**src/rtl/stx_pkg.sv**
```systemverilog
package stx_pkg;
  localparam int DATA_W  = 8;
  localparam int FRAME_W = DATA_W + 2;
  typedef enum logic {ENG_IDLE = 1'b0, ENG_SHIFT = 1'b1} eng_state_t;
endpackage

```
**src/rtl/stx_sync.sv**
```systemverilog
module stx_sync #(
  parameter int STAGES = 2
) (
  input  logic clk,
  input  logic rst_n,
  input  logic async_in,
  output logic sync_out
);
  logic [STAGES-1:0] chain_q;

  always_ff @(posedge clk or negedge rst_n) begin
    if (!rst_n) chain_q <= '0;
    else        chain_q <= {chain_q[STAGES-2:0], async_in};
  end

  assign sync_out = chain_q[STAGES-1];
endmodule

```
**src/rtl/stx_holding.sv**
```systemverilog
module stx_holding #(
  parameter int W = 8
) (
  input  logic         clk,
  input  logic         rst_n,
  input  logic         en,
  input  logic         wr_valid,
  input  logic [W-1:0] wr_data,
  output logic         wr_ready,
  input  logic         take,
  output logic         full,
  output logic [W-1:0] data
);
  logic         full_q;
  logic [W-1:0] data_q;
  logic         accept;

  assign wr_ready = !full_q && en;
  assign accept   = wr_valid && wr_ready;

  always_ff @(posedge clk or negedge rst_n) begin
    if (!rst_n) begin
      full_q <= 1'b0;
      data_q <= '0;
    end else if (take) begin
      full_q <= 1'b0;
    end else if (accept) begin
      full_q <= 1'b1;
      data_q <= wr_data;
    end
  end

  assign full = full_q;
  assign data = data_q;


  held_byte_stable_chk: assert property (@(posedge clk) disable iff (!rst_n)
    (full_q && !take) |=> (full_q && $stable(data_q)));


  accept_fills_chk: assert property (@(posedge clk) disable iff (!rst_n)
    (wr_valid && wr_ready) |=> full_q);
endmodule

```
**src/rtl/stx_shifter.sv**
```systemverilog
module stx_shifter
  import stx_pkg::*;
#(
  parameter int DIV = 217
) (
  input  logic              clk,
  input  logic              rst_n,
  input  logic              have_byte,
  input  logic [DATA_W-1:0] byte_in,
  input  logic              hold,
  output logic              take,
  output logic              busy,
  output logic              went_idle,
  output logic              tx
);
  localparam int CNT_W = (DIV > 2) ? $clog2(DIV) : 1;
  localparam int IDX_W = $clog2(FRAME_W);
  localparam logic [CNT_W-1:0] CNT_LAST = CNT_W'(DIV - 1);
  localparam logic [IDX_W-1:0] IDX_LAST = IDX_W'(FRAME_W - 1);

  eng_state_t         state_q;
  logic [CNT_W-1:0]   baud_q;
  logic [IDX_W-1:0]   idx_q;
  logic [FRAME_W-1:0] shreg_q;
  logic               bit_end;
  logic               last_bit;

  assign busy     = (state_q == ENG_SHIFT);
  assign bit_end  = busy && (baud_q == CNT_LAST);
  assign last_bit = (idx_q == IDX_LAST);
  assign take     = have_byte && !hold && (!busy || (bit_end && last_bit));
  assign went_idle = bit_end && last_bit && !take;

  always_ff @(posedge clk or negedge rst_n) begin
    if (!rst_n) begin
      state_q <= ENG_IDLE;
      baud_q  <= '0;
      idx_q   <= '0;
      shreg_q <= '1;
    end else if (take) begin
      state_q <= ENG_SHIFT;
      baud_q  <= '0;
      idx_q   <= '0;
      shreg_q <= {1'b1, byte_in, 1'b0};
    end else if (bit_end) begin
      baud_q <= '0;
      if (last_bit) begin
        state_q <= ENG_IDLE;
        shreg_q <= '1;
      end else begin
        idx_q   <= idx_q + 1'b1;
        shreg_q <= {1'b1, shreg_q[FRAME_W-1:1]};
      end
    end else if (busy) begin
      baud_q <= baud_q + 1'b1;
    end
  end

  assign tx = busy ? shreg_q[0] : 1'b1;


  no_abort_chk: assert property (@(posedge clk) disable iff (!rst_n)
    (busy && !bit_end) |=> busy);


  bit_hold_chk: assert property (@(posedge clk) disable iff (!rst_n)
    (busy && $past(busy) && baud_q != '0) |-> $stable(tx));


  idle_high_chk: assert property (@(posedge clk) disable iff (!rst_n)
    !busy |-> tx);
endmodule

```
**src/rtl/serial_tx_hold.sv**
```systemverilog
module serial_tx_hold
  import stx_pkg::*;
#(
  parameter int CLK_HZ = 50_000_000,
  parameter int BAUD   = 230_400
) (
  input  logic              clk,
  input  logic              rst_n,
  input  logic              tx_en,
  input  logic              wr_valid,
  input  logic [DATA_W-1:0] wr_data,
  output logic              wr_ready,
  input  logic              peer_hold,
  output logic              tx_line,
  output logic              buf_empty,
  output logic              tx_idle
);
  localparam int DIV = CLK_HZ / BAUD;

  logic              hold_s;
  logic              full;
  logic [DATA_W-1:0] held_byte;
  logic              take;
  logic              busy;
  logic              went_idle;
  logic              idle_q;

  stx_sync #(.STAGES(2)) u_sync (
    .clk(clk), .rst_n(rst_n), .async_in(peer_hold), .sync_out(hold_s)
  );

  stx_holding #(.W(DATA_W)) u_hold (
    .clk(clk), .rst_n(rst_n), .en(tx_en),
    .wr_valid(wr_valid), .wr_data(wr_data), .wr_ready(wr_ready),
    .take(take), .full(full), .data(held_byte)
  );

  stx_shifter #(.DIV(DIV)) u_eng (
    .clk(clk), .rst_n(rst_n), .have_byte(full), .byte_in(held_byte),
    .hold(hold_s), .take(take), .busy(busy), .went_idle(went_idle),
    .tx(tx_line)
  );

  always_ff @(posedge clk or negedge rst_n) begin
    if (!rst_n)                   idle_q <= 1'b1;
    else if (wr_valid && wr_ready) idle_q <= 1'b0;
    else if (went_idle && !full)  idle_q <= 1'b1;
  end

  assign tx_idle   = idle_q;
  assign buf_empty = !full;

  initial begin
    if (DIV < 2) $error("bit period below two clocks");
  end


  start_needs_release_chk: assert property (@(posedge clk) disable iff (!rst_n)
    $rose(busy) |-> !$past(hold_s));


  idle_means_empty_chk: assert property (@(posedge clk) disable iff (!rst_n)
    tx_idle |-> (!busy && buf_empty));


  disabled_refuses_chk: assert property (@(posedge clk) disable iff (!rst_n)
    !tx_en |-> !wr_ready);
endmodule

```
**config.mk**
```make
export PLATFORM = sky130hd
export DESIGN_NAME = serial_tx_hold
export DESIGN_NICKNAME = d
export VERILOG_FILES = /design/src/rtl/stx_pkg.sv /design/src/rtl/stx_sync.sv /design/src/rtl/stx_holding.sv /design/src/rtl/stx_shifter.sv /design/src/rtl/serial_tx_hold.sv
export SDC_FILE = /design/constraint.sdc
export NUM_CORES = 1
export LEC_CHECK = 0
export BUFFER_PORTS_ARGS = -buffer_cell sky130_fd_sc_hd__buf_2
export CELL_PAD_IN_SITES_DETAIL_PLACEMENT = 0
export CELL_PAD_IN_SITES_GLOBAL_PLACEMENT = 1
export CORE_UTILIZATION = 49
export CTS_CLUSTER_DIAMETER = 40
export DETAILED_ROUTE_END_ITERATION = 8
export PLACE_DENSITY = 0.89
export SYNTH_ARGS = -nofsm -noshare
export SYNTH_HDL_FRONTEND = slang
export SYNTH_SLANG_ARGS = --single-unit
```
**constraint.sdc**
```tcl
create_clock -name clk -period 3.8 [get_ports clk]
set_clock_uncertainty 0.15 [all_clocks]
set_input_delay 0.19 -clock clk [delete_from_list [all_inputs] [get_ports clk]]
set_output_delay 0.19 -clock clk [all_outputs]
set_load 0.05 [all_outputs]
```
==> results of run 1 <==
[stage by stage]
step,area [um^2],instances,hold slack [ns]
detailed placement,1722,201,0.1431
finish,1892,220,0.05877
floorplan,1608,145,-0.2556
global route,1892,220,0.07520
global placement,1722,201,0.1378
CTS,1892,220,0.03574
[cell families (layout without fill, tap and decap cells)]
logic type	Yosys count	after routing	synth area share (%)
AOI/OAI and AO/OA	34	34	14.09
xor gates and xnor gates	4	4	2.179
adders and majority gates	4	4	3.113
buffers and inverters	17	48	4.358
DFF	34	34	53.70
muxes	15	15	9.961
and+or+nand+nor	37	37	12.61
[flip-flops by register name (all words and copies together), names as in the netlist]
register and cells:
u_eng.baud_q 8, u_hold.full 1, u_eng.idx_q 4, tx_idle 1, u_eng.busy 1, u_eng.shreg_q 9, u_hold.data 8, u_sync.chain_q 2
[area by class of cell]
class / count / share of cell area (%)
Clock inverter: 1 / 0.2646
Tap cell: 44 / 2.910
Timing Repair Buffer: 27 / 10.05
Multi-Input combinational cell: 94 / 35.65
Sequential cell: 34 / 45.64
Inverter: 13 / 2.579
Clock buffer: 7 / 2.910
[where the power goes]
part | switching (mW) | internal, mW | total, mW
Combinational | 0.0482 | 0.0487 | 0.0969
Sequential | 0.0231 | 0.410 | 0.433
Clock | 0.119 | 0.0896 | 0.208
[what timing repair did]
action	in CTS	in global routing
hold buffers	11	0
endpoints found under the setup margin	0	0
endpoints found under the hold margin	34	0
[per-layer routing]
metal / share of wire [%] / track usage [%] / wire length [um] / vias to the layer above
li1: - / - / - / 579
met5: 0 / 0 / 0 / -
met3: 2.7 / 5.895 / 89 / 6
met2: 51 / 38.04 / 1657 / 17
met4: 1.4 / 8.163 / 47 / 0
met1: 45 / 25.61 / 1463 / 620
[critical path, stage by stage (launching register included)]
cell	delay, ns
dfrtp_1	0.38
nor2b_1	0.57
o2111ai_1	0.32
or3_1	0.41
a21oi_1	0.15
[how the worst max path moves through the flow]
stage	start	to	slack, ns
finish	u_hold.full	u_eng.baud_q[7]	1.75
global route	u_hold.full	u_eng.baud_q[5]	1.61
CTS	u_eng.idx_q[0]	u_eng.shreg_q[4]	1.76
detailed placement	u_hold.full	u_eng.baud_q[7]	1.80
global placement	u_hold.full	u_eng.baud_q[7]	1.84
floorplan	u_hold.full	u_hold.data[0]	1.63
[placed cells by master, fill, tap and decap left out, drive strengths merged, types with 4 or more instances in the layout]
cell         netlist  routed
mux2               8       8
inv               13      13
nand2              9       9
mux2i              7       7
dlygate4sd3        0      11
o22ai              7       7
o21ai              6       6
clkbuf             1       7
ha                 4       4
dfstp             10      10
buf                3      16
a21oi              6       6
nor2               6       6
dfrtp             24      24
==> results.md, run 1 <==
- Vias in the first global route: between 1k and 1.5k
- RSZ-0062 raised after global routing: no
- Max frequency: ~490 MHz
- Post-Route WL: between 3000 and 4000 um
- TNS Setup: 0 ns
- Core ar.: ~3000 um^2
- I/O Pins: 17
- Post-route setup slack: 1.755 ns
- Synthesized instance count: about 150
- Hold Path End: tx_idle
- Area Growth Syn to Fin: 17.67%
- Fin crit period: slightly above 2 ns
- Pwr dens: a little under 400 nW/um^2
- Most frequent cell after synthesis: dfrtp_1
- FF-to-FF End: u_eng.baud_q[7]
- Largest net degree at the start of global routing: 35
- Crit path kind: flip-flop to flip-flop
- Clock Tree Buf Depth: 2
- Resize count post-CTS: 0
- Area of the multi-input gates: approximately 670 um^2
- H-tree Lvls: 2
- Setup bufs post-CTS: 0
- Vias: between 1k and 1.5k
- Routed length per instance: around 15 um
- Setup crit start kind: flip-flop
- Synthesis-stage register bit count: 34
- Routability cong.: between 0.7 and 0.8
- Share of layout cells above drive strength 1: between 20 and 25%
- CP endpoint kind: flip-flop
- Gr usage total: 21.85%
- Layout filler cell count: ~260
- Total Nets Final: approximately 190
- Drt pass-1 iters: 4
- Hold Fails Final Rpt: 0
- Worst IR Drop VDD: about 260 uV
- Leakage: 0.7951 nW
- Crit path DAT: around 2.2 ns
- Synth async-reset ratio: between 90% and 100%
- Reg-to-reg critical path startpoint: u_hold.full
- Total CTS buffers: 5
- First-pass GRT wire length: 5437 um
- Setup violations, final: 0
- Top cells by count, synth: dfrtp_1 (24), inv_1 (13), dfstp_2 (10), mux2_2 (8), nand2_1 (8)
- Fin util: about 61%
- Die footprint: approximately 3500 um^2
- Area share of the largest cell type after synthesis: 37.35%
- Detail Placement HPWL: ~2200 um
- Synth Flop Type: dfrtp_1
- IO buf count: 16
- Power Total: 738.4 uW
- Reg area: 863.3 um^2
- Number of synthesized flops with an enable pin: 0
- Max Cap Viol: 0
- DRC Markers: 0
- Worst Hold Path Cells: 3
- Vias per inst: around 5.6
- Die height: 59.28 um
- Clock sinks: 34
- Clock Latency Late Sink: 0.33 ns
- Leading area contributor after synthesis: dfrtp_1
- Starting DRT DRC Count: 23
- Reg2reg path depth: 4
- Clock-pin slew on the worst setup and hold paths: approximately 0.1 ns
- Routed Antenna Nets: 0
- Initial antenna violation count: 0
- Die width: slightly below 60 um
- Number of cell rows: 20
- Hold Crit Class: input pin to flip-flop
- CP Max Fanout: 10
- Syn_area_per_cell: between 10 and 15 um^2
- Max-slew headroom: roughly half
- Initial Util: a little over half
- Synth area leaders: dfrtp_1 (37%), dfstp_2 (16%), mux2_2 (5.6%), mux2i_1 (4.4%), ha_1 (3.1%)
- Final count of pins violating max slew: 0
- Hold wc startpoint: tx_en
- Worst slew pin tran: between 0.7 and 0.8 ns
- CTS tree: done
- Syn Nets: roughly 160
- Sequential-to-total area share from yosys stat: 53.70%
- YS warnings: 0
- Status: finished, final reports clean
- Required @ worst endpoint: just under 4 ns
- Antenna diodes: 0
- Post-Syn Area: roughly 1600 um^2
- Reg-to-reg slack, setup: about 1.8 ns
- Synth cell types: 42
- Clock root buffer: clkbuf_4
- Setup WS pre-CTS: roughly 1.8 ns
- Grt total ovfl: 0
- Fin crit share: a little over half
No activity file was read; power rests on OpenSTA's default activity.
==> inputs of run 2 (changes only) <==
- CORE_UTILIZATION: 49 -> 45
- PLACE_DENSITY: 0.89 -> 0.83
- clock period: 3.8 -> 2.08 ns (I/O delays scaled with it)
==> results.md, run 2 (same netlist as run 1, synthesis figures left out) <==
- Status: finished, final reports clean
- Vias in the first global route: 1,227
- Top layer reached by signal wires: met4
- Grt total ovfl: 0
- Clock root buffer: clkbuf_4
- Crit path DAT: around 2.1 ns
- Max Cap Viol: 0
- Clock Latency Late Sink: 0.35 ns
- Required @ worst endpoint: 2.18 ns
- Layout filler cell count: 283
- Detail Placement HPWL: between 2000 and 2500 um
- TNS Setup: 0 ns
- Final count of pins violating max slew: 0
- Drt pass-1 iters: 4
- Number of cell rows: 21
- Commonest non-fill, non-tap cell in the layout: dfrtp_1
- Die footprint: between 3000 and 4000 um^2
- CP endpoint kind: flip-flop
- Max-slew headroom: around half
- Placed cell area: approximately 1800 um^2
- Clock sinks: 34
- Clock-pin slew on the worst setup and hold paths: 0.11 ns
- Die width: about 62 um
- Starting DRT DRC Count: 44
- Routability cong.: just under 0.9
- Gr usage total: a little over a fifth
- Initial antenna violation count: 0
- Fin crit period: about 1.9 ns
- Fin area: between 1500 and 2000 um^2
- Routed Antenna Nets: 0
- Fin util: a little under 60%
- Antenna diodes: 0
- Total CTS buffers: 5
- Setup violations, final: 0
- Initial Util: a little under half
- IO buf count: 16
- Routed wl met3: around 130 um
- Setup crit start kind: flip-flop
- Core ar.: ~3400 um^2
- Largest net degree at the start of global routing: 35
- Vias: roughly 1.2k
- Hold Fails Final Rpt: 0
- Fin crit share: ~94%
- First-pass GRT wire length: 5554 um
- Hold Crit Class: input pin to async pin
- RSZ-0062 raised after global routing: no
- Die height: between 60 and 70 um
- Clock Tree Buf Depth: 2
- Vias per inst: roughly 5.4
- Leakage: slightly above 0.8 nW
- H-tree Lvls: 2
- Share of layout cells above drive strength 1: a little over a quarter
- CTS tree: done
- Routed wl met2: 1572 um
- Commonest non-fill, non-tap cells in the layout: dfrtp_1 (24), buf_2 (16), inv_1 (13)
- Area Growth Syn to Fin: 21.48%
- Max frequency: between 500 and 600 MHz
- CP Max Fanout: 5
- DRC Markers: 0
- Post-Route WL: approximately 3300 um
- Max reg flops: 9
- I/O Pins: 17
- Pwr dens: ~700 nW/um^2
- Worst IR Drop VDD: 464.5 uV
- Routed length per instance: about 14 um
- Met1 Wirelength: between 1000 and 1500 um
- Worst slew pin tran: 0.7285 ns
- Largest reg by FF count: u_eng.shreg_q
- Total Nets Final: slightly below 200
- Crit path kind: flip-flop to flip-flop
- Power Total: between 1 and 1.5 mW
[run 2: routing by layer]
| layer | vias to the layer above | global-route usage (%) |
|---|---|---|
| met5 | - | 0 |
| met4 | 0 | 9.206 |
| met3 | 7 | 5.797 |
| met2 | 26 | 32.87 |
| met1 | 603 | 26.98 |
| li1 | 590 | - |
[run 2: worst max-delay path: stages, from the launching register on]
cell and delay [ns]:
dfrtp_1 0.44, inv_1 0.08, ha_1 0.16, nand2b_1 0.06
or4_4 0.50, a211o_1 0.29, and3_1 0.18
[run 2: layout make-up]
cell class	count	area, um^2	area share (%)
Sequential cell	34	863.3	44.20
Inverter	13	48.80	2.498
Clock buffer	7	55.05	2.819
Multi-Input combinational cell	94	685.7	35.11
Tap cell	46	57.56	2.947
Timing Repair Buffer	33	237.7	12.17
Clock inverter	1	5.005	0.2562
[run 2: worst paths after layout]
check / cells after the start / endpoint / startpoint / slack (ns)
min in group clk: 0 / u_sync.chain_q[1] / u_sync.chain_q[0] / 0.22
max in group asynchronous: 2 / u_sync.chain_q[0] / rst_n / 1.11
worst max-delay path: 6 / u_eng.idx_q[0] / u_eng.baud_q[0] / 0.13
worst min-delay path: 2 / u_eng.idx_q[0] / rst_n / 0.19
worst max register to register: 6 / u_eng.idx_q[0] / u_eng.baud_q[0] / 0.13
worst min register to register: 0 / u_sync.chain_q[1] / u_sync.chain_q[0] / 0.22
[run 2: repair_timing]
item / 4_1_cts / 5_1_grt
buffers inserted: 0 / 1
hold buffers: 12 / 0
gates resized for setup: 0 / 2
endpoints found under the hold margin: 34 / 0
endpoints found under the setup margin: 0 / 8
[run 2: power breakdown]
group	internal, mW	switching, mW
Clock	0.164	0.225
Combinational	0.0935	0.0891
Sequential	0.749	0.0414
[run 2: metrics by stage]
stage	hold slack (ns)	instances	setup slack, ns
after floorplan	-0.3416	145	0.2562
after global placement	0.05218	207	0.1444
after detailed placement	0.05778	207	0.1013
after CTS	0.2288	227	0.08503
after global routing	0.2327	228	0.04608
final	0.1948	228	0.1305
==> inputs of run 3 (changes only) <==
- ABC_CLOCK_PERIOD_IN_PS: unset -> 2500
- CORE_UTILIZATION: 45 -> 49
- PLACE_DENSITY: 0.83 -> 0.89
- clock period: 2.08 -> 2.5 ns (I/O delays scaled with it)
==> results.md, run 3 (same netlist as run 1, synthesis figures left out) <==
- Largest net degree at the start of global routing: 35
- Final count of pins violating max slew: 0
- Slowest CP cell: dlygate4sd3_1
- Clock-pin slew on the worst setup and hold paths: about 0.10 ns
- Clock Tree Buf Depth: 2
- Min Hold Slack: ~0.22 ns
- Vias in the first global route: around 1.2k
- IO buf count: 16
- Setup violations, final: 0
- Reg-to-reg slack, setup: between 0.2 and 0.3 ns
- Fin util: between 60 and 70%
- Max frequency: roughly 450 MHz
- Die footprint: about 3500 um^2
- CTS tree: done
- Leakage: about 0.8 nW
- Clock sinks: 34
- Number of cell rows: 20
- Total CTS buffers: 5
- Die height: 59.28 um
- Setup crit start kind: flip-flop
- H-tree Lvls: 2
- Worst slew pin tran: ~0.75 ns
- TNS Setup: 0 ns
- Routed Antenna Nets: 0
- Starting DRT DRC Count: 36
- FF-to-FF End: tx_idle
- Routability cong.: about 0.77
- Grt total ovfl: 0
- Max Cap Viol: 0
- First-pass GRT wire length: between 5000 and 6000 um
- Hold Fails Final Rpt: 0
- RSZ-0062 raised after global routing: no
- Commonest non-fill, non-tap cell in the layout: dfrtp_1
- Fin crit period: between 2 and 2.5 ns
- Crit path DAT: 2.34 ns
- Share of layout cells above drive strength 1: 24.86%
- Setup bufs post-CTS: 0
- Commonest non-fill, non-tap cells in the layout: dfrtp_1 (24), buf_2 (16), inv_1 (13)
- Critical Path Max Stage Delay: about 0.55 ns
- Largest reg by FF count: u_eng.shreg_q
- CP startpoint: u_eng.baud_q[0]
- Initial antenna violation count: 0
- Vias per inst: around 5.3
- CP cell instances: inv_1 > ha_1 > nand4bb_1 > nor2_2 > a31oi_1 > a21oi_1 > dlygate4sd3_1
- Required @ worst endpoint: 2.62 ns
- Fin crit share: 88.67%
- Initial Util: between 50 and 60%
- Gr usage total: between 20% and 30%
- Pwr dens: approximately 600 nW/um^2
- Clock root buffer: clkbuf_4
- Reg2reg path depth: 7
- Clock Latency Late Sink: approximately 0.33 ns
- CP endpoint kind: flip-flop
- Reg-to-reg critical path startpoint: u_eng.baud_q[0]
- Status: finished, final reports clean
- Worst IR Drop VDD: around 500 uV
- I/O Pins: 17
- Post-Route WL: 3247 um
- Max reg flops: 9
- Die width: 59.28 um
- Area Growth Syn to Fin: 18.44%
- Routed length per instance: 14.69 um
- Total Nets Final: roughly 190
- Hold Crit Class: flip-flop to flip-flop
- Detail Placement HPWL: 2158 um
- Antenna diodes: 0
- Vias: around 1.2k
- Crit path kind: flip-flop to flip-flop
- Max-slew headroom: 50.15%
- DRC Markers: 0
- Worst Setup EP: tx_idle
- Core ar.: 3078 um^2
- Drt pass-1 iters: 4
- CP Max Fanout: 6
## run 3: cell count changes in the layout (fill, tap and decap cells not counted), sizes merged
cell,delta
buf,-5
## run 3: routing by layer
metal,global-route usage [%],vias to the layer above,wire [um]
li1,-,582,-
met1,28.88,574,1501
met2,35.15,19,1631
met3,3.930,4,69
met4,10.20,0,45
met5,0,-,0
## run 3: area by class of cell
cell class	instances	area, um^2
clock buffers	7	55.05
clock inverters	1	5.005
fillers	257	1174
inverters	13	48.80
multi-input cells	94	676.9
flip-flops and latches	34	863.3
well taps	44	55.05
repair buffers	28	200.2
## run 3: critical path, delay by kind of cell (launching register included)
family | cells | cell delay [ns]
AOI/OAI and AO/OA | 2 | 0.25
adders and majority gates | 1 | 0.16
buffers and inverters | 2 | 0.63
DFF | 1 | 0.44
and+or+nand+nor | 2 | 0.52
## run 3: timing repair
action	4_1_cts	5_1_grt
gates resized for setup	0	1
endpoints found under the hold margin	34	0
hold buffers	12	0
endpoints found under the setup margin	0	1
## run 3: worst min-delay path by stage
stage / startpoint / to / slack [ns] / cells past startpoint
after floorplan: rst_n / u_eng.baud_q[0] / -0.32 / 0
after global placement: rst_n / u_eng.baud_q[6] / 0.07 / 1
after detailed placement: rst_n / u_eng.baud_q[6] / 0.08 / 1
after CTS: u_sync.chain_q[0] / u_sync.chain_q[1] / 0.23 / 0
after global routing: u_sync.chain_q[0] / u_sync.chain_q[1] / 0.23 / 0
final: u_sync.chain_q[0] / u_sync.chain_q[1] / 0.22 / 0
## run 3: power breakdown
part | total, mW | leakage [nW] | switching [mW] | internal, mW
sequential | 0.660 | 0.398 | 0.0366 | 0.624
combinational | 0.147 | 0.368 | 0.0707 | 0.0764
clock | 0.313 | 0.0353 | 0.177 | 0.136
total | 1.12 | 0.801 | 0.284 | 0.836
## run 3: per-stage QoR
step / power, mW / setup WS (ns) / instances / area, um^2
floorplan: 0.7564 / 0.3296 / 145 / 1608
global placement: 0.7932 / 0.5761 / 201 / 1722
detailed placement: 0.8017 / 0.5060 / 201 / 1722
CTS: 1.126 / 0.1678 / 221 / 1902
global route: 1.169 / 0.1439 / 221 / 1904
finish: 1.120 / 0.2832 / 221 / 1904
